<file path="src/rtl/wsg_pkg.sv">
package wsg_pkg;
    // Number of stages in the fill chain; the wait count reaches DEPTH-1.
    localparam int FILL_DEPTH = 8;
    localparam int SEL_W      = $clog2(FILL_DEPTH);
endpackage

</file>
<file path="src/rtl/wsg_fill_chain.sv">
module wsg_fill_chain #(
    parameter int DEPTH = wsg_pkg::FILL_DEPTH
) (
    input  logic             clk,
    input  logic             rst_n,
    input  logic             clr,
    output logic [DEPTH-1:0] stages
);
    // Each stage copies its predecessor; stage 0 takes a constant one.
    for (genvar g = 0; g < DEPTH; g++) begin : g_stage
        logic nxt;
        if (g == 0) begin : g_head
            assign nxt = 1'b1;
        end else begin : g_body
            assign nxt = stages[g-1];
        end
        always_ff @(posedge clk or negedge rst_n) begin
            if (!rst_n)   stages[g] <= 1'b0;
            else if (clr) stages[g] <= 1'b0;
            else          stages[g] <= nxt;
        end
    end
endmodule

</file>
<file path="src/rtl/wsg_tap_select.sv">
module wsg_tap_select #(
    parameter int DEPTH = wsg_pkg::FILL_DEPTH,
    localparam int SW   = $clog2(DEPTH)
) (
    input  logic [DEPTH-1:0] stages,
    input  logic [SW-1:0]    sel,
    output logic             tap
);
    // Tap 0 is a constant one (no wait); tap k watches stage k-1.
    logic [DEPTH-1:0] taps;
    for (genvar g = 0; g < DEPTH; g++) begin : g_tap
        if (g == 0) begin : g_zero
            assign taps[g] = 1'b1;
        end else begin : g_stage
            assign taps[g] = stages[g-1];
        end
    end
    assign tap = taps[sel];
    // The last stage only matters for width symmetry.
    logic unused_last;
    assign unused_last = stages[DEPTH-1];
endmodule

</file>
<file path="src/rtl/wsg_strobe_gate.sv">
module wsg_strobe_gate (
    input  logic dev_sel,
    input  logic rd_n,
    input  logic tap,
    output logic rdy
);
    logic slow_rd_n;
    always_comb begin
        slow_rd_n = rd_n | ~dev_sel;
        rdy       = tap | slow_rd_n;
    end
endmodule

</file>
<file path="src/rtl/wait_state_gen.sv">
module wait_state_gen #(
    parameter int DEPTH = wsg_pkg::FILL_DEPTH,
    localparam int SW   = $clog2(DEPTH)
) (
    input  logic          clk,
    input  logic          rst_n,
    input  logic          t1_phase,
    input  logic          dev_sel,
    input  logic          rd_n,
    input  logic [SW-1:0] wait_sel,
    output logic          rdy_req
);
    logic [DEPTH-1:0] stages;
    logic             tap;

    wsg_fill_chain #(.DEPTH(DEPTH)) chain_i (
        .clk    (clk),
        .rst_n  (rst_n),
        .clr    (t1_phase),
        .stages (stages)
    );

    wsg_tap_select #(.DEPTH(DEPTH)) mux_i (
        .stages (stages),
        .sel    (wait_sel),
        .tap    (tap)
    );

    wsg_strobe_gate gate_i (
        .dev_sel (dev_sel),
        .rd_n    (rd_n),
        .tap     (tap),
        .rdy     (rdy_req)
    );
endmodule

</file>
<file path="config.mk">
export PLATFORM = sky130hd
export DESIGN_NAME = wait_state_gen
export DESIGN_NICKNAME = d
export VERILOG_FILES = /design/src/rtl/wsg_pkg.sv /design/src/rtl/wsg_fill_chain.sv /design/src/rtl/wsg_tap_select.sv /design/src/rtl/wsg_strobe_gate.sv /design/src/rtl/wait_state_gen.sv
export SDC_FILE = /design/constraint.sdc
export NUM_CORES = 1
export LEC_CHECK = 0
export ABC_AREA = 1
export BUFFER_PORTS_ARGS = -buffer_cell sky130_fd_sc_hd__clkbuf_2
export CAP_MARGIN = 20
export CORE_AREA = 2 2 39 41
export DETAILED_ROUTE_END_ITERATION = 12
export DIE_AREA = 0 0 41 43
export GPL_ROUTABILITY_DRIVEN = 0
export PLACE_DENSITY = 0.48
export SLEW_MARGIN = 20
export SYNTH_ARGS = -nofsm -noshare
export SYNTH_HDL_FRONTEND = slang
export SYNTH_HIERARCHICAL = 1
export SYNTH_SLANG_ARGS = --single-unit
</file>
<file path="constraint.sdc">
create_clock -name clk -period 1.7 [get_ports clk]
set_clock_uncertainty 0.15 [all_clocks]
set_input_delay 0.34 -clock clk [delete_from_list [all_inputs] [get_ports clk]]
set_output_delay 0.34 -clock clk [all_outputs]
set_load 0.1 [all_outputs]
</file>
==> metrics <==
outcome complete, but fails checks; failing checks negative setup slack; commonest cells after routing, fill and taps aside 10 x inv_1, 8 x nand2_1, 7 x dfrtp_1, 7 x clkbuf_2, 6 x nor2_1; reg2reg start chain_i/g_stage[1].nxt$_DFF_PN0_; actual slew at the worst max-slew pin 171 ps; r2r setup slk 840 ps; Clk pin slew, worst setup/hold paths 50 ps; Final setup viols 1; max reg flops 7; Hold Violations, Final 0; Min-Delay Path Class in2reg; max-capacitance violation count 0; CTS H-tree depth 1; Area Growth Syn to Fin 21.5%; warnings from Yosys 6; Setup TNS -0.542 ps; Synth Instances 48; Max IR drop VDD 0.341 mV; design area 453 um^2; largest net degree at the start of global routing 8; DR top layer met4; Syn Nets 56; RSZ-0062 raised after global routing true; share of cells above drive strength 1 32.7%; CTS Buffer Depth 2; pwr dens 832 nW/um^2; DRC Markers 0; Final period util 100%; DR WL/cell 7.93 um; first-pass GRT wire length 1.04 mm; metal3 WL 37 um; Initial Util 26.9%; die height 43 um; fillcell total 152; Total Nets Final 64; total gr overflow 0; R2R cell count 3; core area 1380 um^2; CTS tree yes; initial antenna violation count 0; Slew headroom 88.6%; CP required 1210 ps; DIE AREA 1760 um^2; fin util 32.7%; I/O pin cnt 9; clk sink count 7; max-slew violations 0; worst-skew pair later-pin latency 250 ps; vias per cell 3.83; Mapped Area 373 um^2; critical path peak fanout 2; Setup CP Type reg2out; worst setup margin -0.542 ps; Leakage 0.246 nW; ANT cells 0; Worst Hold Launch t1_phase; startpoint types register; vias in the first global route 280; HPWL reported at the end of detailed placement 438 um; worst path arrival time 1210 ps; Antenna Nets Post-Route 0; CTS Buf Count 3; IO buf count 8; 1st-pass router iterations 3; most common cell after layout, fill and taps aside inv_1; GRT Total Usage 8.92%; r2r endpoint chain_i/g_stage[2].nxt$_DFF_PN0_; syn_area_per_cell 7.77 um^2; dpl cell area 397 um^2; final WL 563 um; total power 0.377 mW; WL met2 262 um; crit end category output port; met1 WL 258 um; Final Hold Slack 176 ps; Hold Path Stages 2; maximum clock rate 0.588 GHz; num rows 14; clock root buffer clkbuf_4; min Tclk post-route 1700 ps; Iter 0 DRT Violations 4; Via Count 272; Worst Hold Endpoint chain_i/g_stage[1].nxt$_DFF_PN0_; DIE WIDTH 41 um
==> layer usage <==
layer | vias up | track usage (%)
li1 | 145 | -
met1 | 118 | 11.3
met2 | 7 | 12.2
met3 | 2 | 1.57
met4 | 0 | 8.00
met5 | - | 0
==> worst max-delay path, stage by stage (launching register included) <==
cell	delay [ps]
dfrtp_1	390
nor2_2	100
nand2_1	50
nand3_1	60
nand2_1	60
inv_2	60
nand3_4	70
buf_12	170
==> how the worst max path moves through the flow <==
stage,slack [ps],end,from,depth (start not counted)
floorplan,140,rdy_req,chain_i/g_stage[1].nxt$_DFF_PN0_,7
global placement,110,rdy_req,wait_sel[0],9
detailed placement,110,rdy_req,wait_sel[0],9
CTS,-8,rdy_req,chain_i/g_stage[1].nxt$_DFF_PN0_,7
global route,-90,rdy_req,chain_i/g_stage[1].nxt$_DFF_PN0_,7
finish,-0.5,rdy_req,chain_i/g_stage[1].nxt$_DFF_PN0_,7
==> through the flow <==
stage / std cells / setup slack, ps
2_1_floorplan: 48 / 138
3_3_place_gp: 64 / 110
3_5_place_dp: 64 / 107
4_1_cts: 69 / -8.01
5_1_grt: 71 / -91.7
6_report: 71 / -0.542
==> where the power goes <==
part	total, mW	internal [mW]	switching, mW
logic	0.0563	0.0236	0.0327
registers	0.175	0.172	0.00290
clock network	0.146	0.0893	0.0568
==> what timing repair did <==
item,in CTS,in global routing
gates cloned,0,0
setup buffers,0,2
setup endpoints to repair,1,1
hold buffers,1,0
resized for setup,1,1
pin swaps,2,6
hold endpoints to repair,7,0
==> cell type report <==
type	count	area, um^2	area share [%]
Sequential cell	7	175	38.7
Tap cell	16	20.0	4.42
Timing Repair Buffer	11	80.1	17.7
Multi-Input combinational cell	21	106	23.5
Inverter	12	45.0	9.94
Clock buffer	4	26.3	5.80
Note: power is estimated with default switching activity, not from simulation.
